<file path="config.mk">
export PLATFORM = sky130hd
export DESIGN_NAME = frac_baud_gen
export DESIGN_NICKNAME = d
export VERILOG_FILES = /design/src/rtl/frac_baud_pkg.sv /design/src/rtl/frac_cfg_regs.sv /design/src/rtl/frac_prediv.sv /design/src/rtl/frac_accum.sv /design/src/rtl/frac_ms_timer.sv /design/src/rtl/frac_baud_gen.sv
export SDC_FILE = /design/constraint.sdc
export NUM_CORES = 1
export LEC_CHECK = 0
export ABC_AREA = 0
export BUFFER_PORTS_ARGS = -buffer_cell sky130_fd_sc_hd__buf_2
export CORE_MARGIN = 1
export CORE_UTILIZATION = 60
export CTS_CLUSTER_DIAMETER = 30
export CTS_CLUSTER_SIZE = 30
export DETAILED_ROUTE_END_ITERATION = 16
export PLACE_DENSITY = 0.76
export SETUP_SLACK_MARGIN = 0.02
export SYNTH_ARGS = -nofsm -noshare
export SYNTH_HDL_FRONTEND = slang
export SYNTH_SLANG_ARGS = --single-unit
</file>
<file path="constraint.sdc">
create_clock -name clk -period 8.4 [get_ports clk]
set_clock_uncertainty 0.15 [all_clocks]
set_input_delay 1.26 -clock clk [delete_from_list [all_inputs] [get_ports clk]]
set_output_delay 1.26 -clock clk [all_outputs]
set_load 0.02 [all_outputs]
</file>
<file path="src/rtl/frac_baud_pkg.sv">
package frac_baud_pkg;

    localparam int REG_W        = 16;
    localparam int DIV_CODE_W   = 3;
    localparam int DIV_CODE_LSB = 7;

    localparam logic [DIV_CODE_W-1:0] DIV_CODE_RESET = 3'd5;

    typedef enum logic [1:0] {
        SEL_NUM = 2'd0,
        SEL_DEN = 2'd1,
        SEL_MS  = 2'd2,
        SEL_DIV = 2'd3
    } reg_sel_e;

    typedef struct packed {
        logic ratio;   // numerator or denominator written
        logic ms;      // millisecond length written
        logic all;     // divider written: restart everything
    } restart_t;

    // Span is the divide factor minus one; code 7 is treated as divide by 1.
    function automatic logic [DIV_CODE_W-1:0] div_span(input logic [DIV_CODE_W-1:0] code);
        logic [DIV_CODE_W-1:0] span;
        case (code)
            3'd5:    span = 3'd0;
            3'd4:    span = 3'd1;
            3'd3:    span = 3'd2;
            3'd2:    span = 3'd3;
            3'd1:    span = 3'd4;
            3'd0:    span = 3'd5;
            3'd6:    span = 3'd6;
            default: span = 3'd0;
        endcase
        return span;
    endfunction

endpackage

</file>
<file path="src/rtl/frac_cfg_regs.sv">
module frac_cfg_regs
    import frac_baud_pkg::*;
#(
    parameter int WIDTH = REG_W
) (
    input  logic                  clk,
    input  logic                  rst,
    input  logic                  wr_en,
    input  logic [1:0]            wr_sel,
    input  logic [WIDTH-1:0]      wr_data,
    output logic [WIDTH-1:0]      num,
    output logic [WIDTH-1:0]      den,
    output logic [WIDTH-1:0]      ms_len,
    output logic [DIV_CODE_W-1:0] span,
    output restart_t              restart
);

    reg_sel_e               sel;
    logic [DIV_CODE_W-1:0]  code_q;
    logic [DIV_CODE_W-1:0]  code_in;

    assign sel     = reg_sel_e'(wr_sel);
    assign code_in = wr_data[DIV_CODE_LSB +: DIV_CODE_W];

    always_ff @(posedge clk) begin
        if (rst) begin
            num    <= '0;
            den    <= '0;
            ms_len <= '0;
            code_q <= DIV_CODE_RESET;
        end else if (wr_en) begin
            case (sel)
                SEL_NUM: num    <= wr_data;
                SEL_DEN: den    <= wr_data;
                SEL_MS:  ms_len <= wr_data;
                SEL_DIV: code_q <= code_in;
                default: ;
            endcase
        end
    end

    assign span = div_span(code_q);

    always_comb begin
        restart       = '0;
        restart.ratio = wr_en && (sel == SEL_NUM || sel == SEL_DEN);
        restart.ms    = wr_en && (sel == SEL_MS);
        restart.all   = wr_en && (sel == SEL_DIV);
    end

endmodule

</file>
<file path="src/rtl/frac_prediv.sv">
module frac_prediv
    import frac_baud_pkg::*;
(
    input  logic                  clk,
    input  logic                  rst,
    input  logic                  enable,
    input  logic                  restart,
    input  logic [DIV_CODE_W-1:0] span,
    output logic                  ref_en
);

    logic [DIV_CODE_W-1:0] cnt_q;
    logic                  wrap;

    assign wrap   = (cnt_q == span);
    assign ref_en = enable && !restart && wrap;

    always_ff @(posedge clk) begin
        if (rst || !enable || restart) begin
            cnt_q <= '0;
        end else if (wrap) begin
            cnt_q <= '0;
        end else begin
            cnt_q <= cnt_q + 1'b1;
        end
    end

endmodule

</file>
<file path="src/rtl/frac_accum.sv">
module frac_accum #(
    parameter int WIDTH = 16
) (
    input  logic             clk,
    input  logic             rst,
    input  logic             enable,
    input  logic             clear,
    input  logic             ref_en,
    input  logic [WIDTH-1:0] num,
    input  logic [WIDTH-1:0] den,
    output logic [WIDTH:0]   acc,
    output logic             tick
);

    localparam int AW = WIDTH + 1;
    localparam int SW = WIDTH + 2;

    logic [AW-1:0] step;
    logic [AW-1:0] limit;
    logic [SW-1:0] sum;
    logic          fast;
    logic          reach;

    assign step  = {1'b0, num} + 1'b1;
    assign limit = {1'b0, den} + 1'b1;
    assign sum   = {1'b0, acc} + {1'b0, step};
    assign fast  = (num > den);
    assign reach = (sum >= {1'b0, limit});

    always_ff @(posedge clk) begin
        if (rst || !enable || clear) begin
            acc  <= '0;
            tick <= 1'b0;
        end else if (ref_en) begin
            if (fast) begin
                acc  <= '0;
                tick <= 1'b1;
            end else if (reach) begin
                acc  <= AW'(sum - {1'b0, limit});
                tick <= 1'b1;
            end else begin
                acc  <= AW'(sum);
                tick <= 1'b0;
            end
        end else begin
            tick <= 1'b0;
        end
    end

endmodule

</file>
<file path="src/rtl/frac_ms_timer.sv">
module frac_ms_timer #(
    parameter int WIDTH = 16
) (
    input  logic             clk,
    input  logic             rst,
    input  logic             enable,
    input  logic             clear,
    input  logic             ref_en,
    input  logic [WIDTH-1:0] ms_len,
    output logic             strobe
);

    logic [WIDTH-1:0] cnt_q;
    logic             active;
    logic             last;

    assign active = (ms_len != '0);
    assign last   = (cnt_q == ms_len - 1'b1);

    always_ff @(posedge clk) begin
        if (rst || !enable || clear) begin
            cnt_q  <= '0;
            strobe <= 1'b0;
        end else if (ref_en && active) begin
            if (last) begin
                cnt_q  <= '0;
                strobe <= 1'b1;
            end else begin
                cnt_q  <= cnt_q + 1'b1;
                strobe <= 1'b0;
            end
        end else begin
            strobe <= 1'b0;
        end
    end

endmodule

</file>
<file path="src/rtl/frac_baud_gen.sv">
module frac_baud_gen
    import frac_baud_pkg::*;
#(
    parameter int WIDTH = REG_W
) (
    input  logic             clk,
    input  logic             rst,
    input  logic             enable,
    input  logic             wr_en,
    input  logic [1:0]       wr_sel,
    input  logic [WIDTH-1:0] wr_data,
    output logic             tick_16x,
    output logic             tick_ms
);

    logic [WIDTH-1:0]      num_q;
    logic [WIDTH-1:0]      den_q;
    logic [WIDTH-1:0]      ms_len_q;
    logic [DIV_CODE_W-1:0] span;
    restart_t              restart;
    logic                  ref_en;
    logic [WIDTH:0]        acc_q;
    logic                  acc_clear;
    logic                  ms_clear;

    assign acc_clear = restart.ratio || restart.all;
    assign ms_clear  = restart.ms || restart.all;

    frac_cfg_regs #(.WIDTH(WIDTH)) u_regs (
        .clk     (clk),
        .rst     (rst),
        .wr_en   (wr_en),
        .wr_sel  (wr_sel),
        .wr_data (wr_data),
        .num     (num_q),
        .den     (den_q),
        .ms_len  (ms_len_q),
        .span    (span),
        .restart (restart)
    );

    frac_prediv u_prediv (
        .clk     (clk),
        .rst     (rst),
        .enable  (enable),
        .restart (restart.all),
        .span    (span),
        .ref_en  (ref_en)
    );

    frac_accum #(.WIDTH(WIDTH)) u_accum (
        .clk    (clk),
        .rst    (rst),
        .enable (enable),
        .clear  (acc_clear),
        .ref_en (ref_en),
        .num    (num_q),
        .den    (den_q),
        .acc    (acc_q),
        .tick   (tick_16x)
    );

    frac_ms_timer #(.WIDTH(WIDTH)) u_ms (
        .clk    (clk),
        .rst    (rst),
        .enable (enable),
        .clear  (ms_clear),
        .ref_en (ref_en),
        .ms_len (ms_len_q),
        .strobe (tick_ms)
    );

endmodule

</file>
# Yosys cells after proc, flatten, opt, wreduce, memory -nomap -nowiden
# Cells that the tools add are included.
# word_totals
regBits	89
output_inout_bits	2
# op_classes
n_addsub	7
order_cmp	2
eq_ne	10
n_mux	7
n_bitwise	2
n_reduce_logical	25
# ops
cell	n
adder 16 x 1 -> 17 bit, second input constant	2
2-to-1 mux 17 bit	2
adder 17 x 17 -> 18 bit	1
>= comparator 18 x 17 -> 1 bit	1
one-hot mux 3 bit (6 select lines)	1
subtractor 17 bit	1
adder 16 x 1 -> 16 bit, second input constant	1
== test 16 bit	1
greater-than comparator 16 bit	1
2-to-1 mux 16 bit	1
nonzero test 16 bit	1
subtractor 16 x 1 -> 16 bit, second input constant	1
AND reduction 2 bit	4
logical OR 1 bit	7
== test 3 x 2 -> 1 bit, second input constant	2
== test 3 bit, second input constant	2
logical AND 1 bit	6
OR reduction 2 bit	3
== test 2 bit, second input constant	2
adder 3 x 1 -> 3 bit, second input constant	1
== test 3 x 1 -> 1 bit, second input constant	1
== test 3 bit	1
zero test 3 bit	1
2-to-1 mux 1 bit	3
4 further kinds	6

# Longest topological paths before layout
# depth
word_depth	8
depth_mapped	19
depth_no_buf	18

# By module
# Synthesis repeated with hierarchy kept, for this count alone.
# unflattened
hier_cells	788
hier_area_um2	6747.7
# modules_own_cells
mod	instances	cells_per_inst	area_per_inst_um2	seq_area_each_um2
frac_accum	1	381	2967.8	360.3
frac_cfg_regs	1	194	2085.8	1021.0
frac_ms_timer	1	197	1511.4	340.3
frac_prediv	1	14	170.2	60.1
frac_baud_gen	1	2	12.5	0.0

# Least setup slack after synthesis
# OpenSTA, ideal clock, no wires.
# synth_path
path_kind	register -> register
from	register u_regs.num[0]
to	register u_accum.acc[16]
setup_time_ns	0.122
arrival_ns	3.876
slack_ns	4.252
stages_incl_launch_ff	19
path_buffers	0
period_less_slack_ns	4.148
path_cell_list	dfxtp_1 -> inv_1 -> ha_1 -> inv_1 -> fa_1 -> a211oi_1 -> o21ai_1 -> and3_1 -> o21ai_0 -> a21oi_1 -> ha_1 -> a21o_1 -> a21o_1 -> o311ai_1 -> o211ai_1 -> a21o_1 -> a21oi_1 -> mux2_2 -> a221o_1
# synth_via
elab_chain_cells	5
# synth_rtl
element	line_no	rtl
start: declaration	frac_cfg_regs.sv:11	output logic [WIDTH-1:0] num,
start signal: assignment	frac_cfg_regs.sv:33	SEL_NUM: num <= wr_data;
adder 16 x 1 -> 17 bit	frac_accum.sv:24	assign step = {1'b0, num} + 1'b1;
adder 17 x 17 -> 18 bit	frac_accum.sv:26	assign sum = {1'b0, acc} + {1'b0, step};
subtractor 17 bit / >= comparator 18 x 17 -> 1 bit (equally long branches)	frac_accum.sv:39, frac_accum.sv:28	
2-to-1 mux 17 bit	frac_accum.sv:38	end else if (reach) begin
2-to-1 mux 17 bit *	frac_accum.sv:35	if (fast) begin
end signal: assignment	frac_accum.sv:39	acc <= AW'(sum - {1'b0, limit});
end signal: assignment	frac_accum.sv:42	acc <= AW'(sum);
end: declaration	frac_accum.sv:11	output logic [WIDTH:0] acc,
# Mark *: on every way between the ends. The rest lies on a longest branch, timed or not.
# A chain may end at the register's enable or synchronous reset.

# Worst setup path in the final report
# layout_path
from	register u_regs.num[0]
to	register u_accum.acc[15]
# The elaborated chain is that of the path after synthesis.

==> impl_metrics.toml <==
[global_routing]
grt_usage_pct = 28.6
grt_pass1_wl_um = 24800
grt_pass1_vias = 5267
grt_antenna_before_repair = 0
grt_overflow_total = 0
grt_max_degree = 53

[timing]
slew_headroom_pct = 23.2
maxSlewViolCount = 0
period_minus_slack_ns = 5.25
timing.final.setup_violations = 0
hold_viol_final = 0
rsz0062_at_grt = "false"
worst_pin_slew_ns = 1.15
period_share_pct = 62.5
holdWs_ns = 0.320
tns_ns = 0
fmax_mhz = 191

[floorplanning]
num_io_pins = 24
num_rows = 36
start_util_pct = 62.5
die_w_um = 104
core_um2 = 9910
die-area_um2 = 10700
die_h_um = 104

[worst_setup_path]
cp_max_fo = 21
crit_path_end_kind = "flop"
cp.arrival_ns = 5.38
r2r_cells = 18
rr_startpoint = "u_regs.num[0]$_SDFFE_PP0P_"
worst_setup_path_start_kind = "flop"
critPathKind = "reg -> reg"
r2r_slack_ns = 3.15
critical_path_required_ns = 8.53
worst_r2r_endpoint = "u_accum.acc[15]$_SDFFE_PP0P_"

[cts]
clock-sinks = 89
postCtsSetupBuffers = 0
clk_path_buf_depth = 2
h-tree-depth = 3
cts-root-buf = "clkbuf_8"
cts_made_buffers = 9
clk_latency_ns = 0.38
cts_resized = 0
cts_hold_buf = 0
cts_tree = "done"
clk_pin_slew_ns = 0.10

[detailed_routing]
wl_met3_um = 501
routed_wl_um = 14800
drtPass1Iterations = 5
top_layer_used = "met4"
ant_nets = 0
routed_via_density = 5.88
wl_met1_um = 6710
vias = 5457
wl_met2_um = 7290
drtIter0Drc = 230
wire_per_inst_um = 16.0
drc = 0

[logic_synthesis]
synth_top_area_share_pct = 28.8
syn-num-nets = 864
synth_top_cell_by_area = "dfxtp_1"
synthDistinctLibCells = 71
async_reset_ff_share_pct = 0
synth-seq-cells = 89
synth-edff-count = 0
ys_seq_area_share_pct = 28.8
synthesis.instances = 786
synthTopCellsByArea = "dfxtp_1, ha_1, nand2_1"
ys_warn_count = 0
avgSynthCellArea_um2 = 7.88
syn_area_um2 = 6190
ys.flop_type = "dfxtp_1"

[layout]
syn2layout_area_growth_pct = 6.22
area.sequential_um2 = 1780
diodes = 0
drive_gt1_share_pct = 7.80
final_cell_mix = "nand2_1, dfxtp_1, a21oi_1"
n_fill_cell = 836
multi_input_area_um2 = 4130
nNetsFinal = 868
final_common_cell = "nand2_1"

[min_path]
hold_depth = 2
worstHoldPathType = "reg -> reg"
min_from = "u_accum.acc[13]$_SDFFE_PP0P_"
holdPathEnd = "u_accum.acc[13]$_SDFFE_PP0P_"

[power]
powerDensity_nw_per_um2 = 197
ir_drop_uv = 115
p_leak_nw = 2.57
report.power.total_w = 0.00130

[outcome]
outcome = "finished clean"

[placement]
dp_hpwl_um = 11600
port_buffers = 23
gp_congestion = 0.948

[flow_run]
maxCapViolCount = 0
==> how the worst max path moves through the flow <==
stage	start	to	slack [ns]	depth (start not counted)
floorplan	u_regs.num[0]$_SDFFE_PP0P_	u_accum.acc[16]$_SDFFE_PP0P_	4.25	18
global placement	u_regs.num[0]$_SDFFE_PP0P_	u_accum.acc[15]$_SDFFE_PP0P_	3.38	18
detailed placement	u_regs.num[0]$_SDFFE_PP0P_	u_accum.acc[15]$_SDFFE_PP0P_	3.22	18
CTS	u_regs.num[0]$_SDFFE_PP0P_	u_accum.acc[15]$_SDFFE_PP0P_	3.20	18
global route	u_regs.num[0]$_SDFFE_PP0P_	u_accum.acc[15]$_SDFFE_PP0P_	2.70	18
finish	u_regs.num[0]$_SDFFE_PP0P_	u_accum.acc[15]$_SDFFE_PP0P_	3.15	18
==> sequential cells by signal (all words and copies together) (netlist names) <==
name,flops
u_regs.ms_len,16
u_ms.strobe,1
u_ms.cnt_q,16
u_regs.den,16
u_regs.num,16
u_accum.tick,1
u_accum.acc,17
u_prediv.cnt_q,3
u_regs.code_q,3
==> power by group <==
part / switching [W] / internal (W)
Clock: 0.000168 / 0.000177
Sequential: 0.0000180 / 0.000440
Combinational: 0.000275 / 0.000218
Total: 0.000460 / 0.000835
==> per-layer routing <==
| metal | GRT usage (%) | vias up |
|---|---|---|
| met4 | 11.6 | 0 |
| met5 | 0 | - |
| met1 | 35.0 | 2536 |
| met3 | 3.71 | 27 |
| met2 | 50.3 | 124 |
| li1 | - | 2770 |
==> synthesized netlist by cell type, types with 3 or more instances <==
cell	n
and3_1	8
xnor2_1	57
and2_1	5
ha_1	54
xor2_1	20
nand3b_1	3
o21a_1	3
nand2_1	134
clkbuf_1	23
inv_1	40
buf_2	4
nor4_1	6
nor3_1	14
a311oi_1	5
o31ai_1	5
nand3_1	24
nand2b_1	6
mux2i_1	15
or2_2	5
o21bai_1	4
nand4_1	10
nor2_1	48
a211oi_1	5
nor3b_1	3
nor4_2	3
dfxtp_1	89
o211ai_1	5
nor2b_1	7
a21oi_1	83
o21ai_0	26
a21o_1	9
or3_1	4
a31oi_1	6
o22ai_1	3
a31o_2	3
==> kinds of logic after synthesis <==
family	count (synthesis)	share of synthesized area (%)
flip-flops	89	28.8
multiplexers	16	2.61
XOR/XNOR	77	10.9
buffers and inverters	71	4.63
adder cells (fa/ha/maj)	56	11.6
AND/OR/NAND/NOR	295	23.2
AO/OA/AOI/OAI	182	18.4
==> per-stage QoR <==
step	utilization, %	cell area, um2	cells	worst slack, ns
finish	66.4	6580	928	3.15
global route	66.4	6580	928	2.70
CTS	66.4	6580	928	3.20
detailed placement	64.1	6350	912	3.22
global placement	64.1	6350	912	3.38
floorplan	-	6190	786	4.25
==> final cells by class <==
class                           count  area share [%]
Sequential cell                    89            27.1
Clock inverter                      6            1.37
Timing Repair Buffer               24            1.86
Inverter                           40            2.28
Tap cell                          133            2.53
Multi-Input combinational cell    626            62.8
Clock buffer                       10            2.09
==> critical path, cell delays in order, from the launching register on <==
cell	delay, ns
dfxtp_1	0.33
inv_1	0.08
ha_1	0.16
inv_1	0.05
fa_1	0.41
a211oi_1	0.34
o21ai_1	0.19
and3_1	0.23
o21ai_0	0.15
a21oi_1	0.11
ha_1	0.38
a21o_1	0.20
a21o_1	0.20
o311ai_1	0.26
o211ai_1	0.19
o22ai_1	0.26
and3_1	0.97
nor3_1	0.16
a221o_1	0.30
Power figures use the tool's default switching activity.
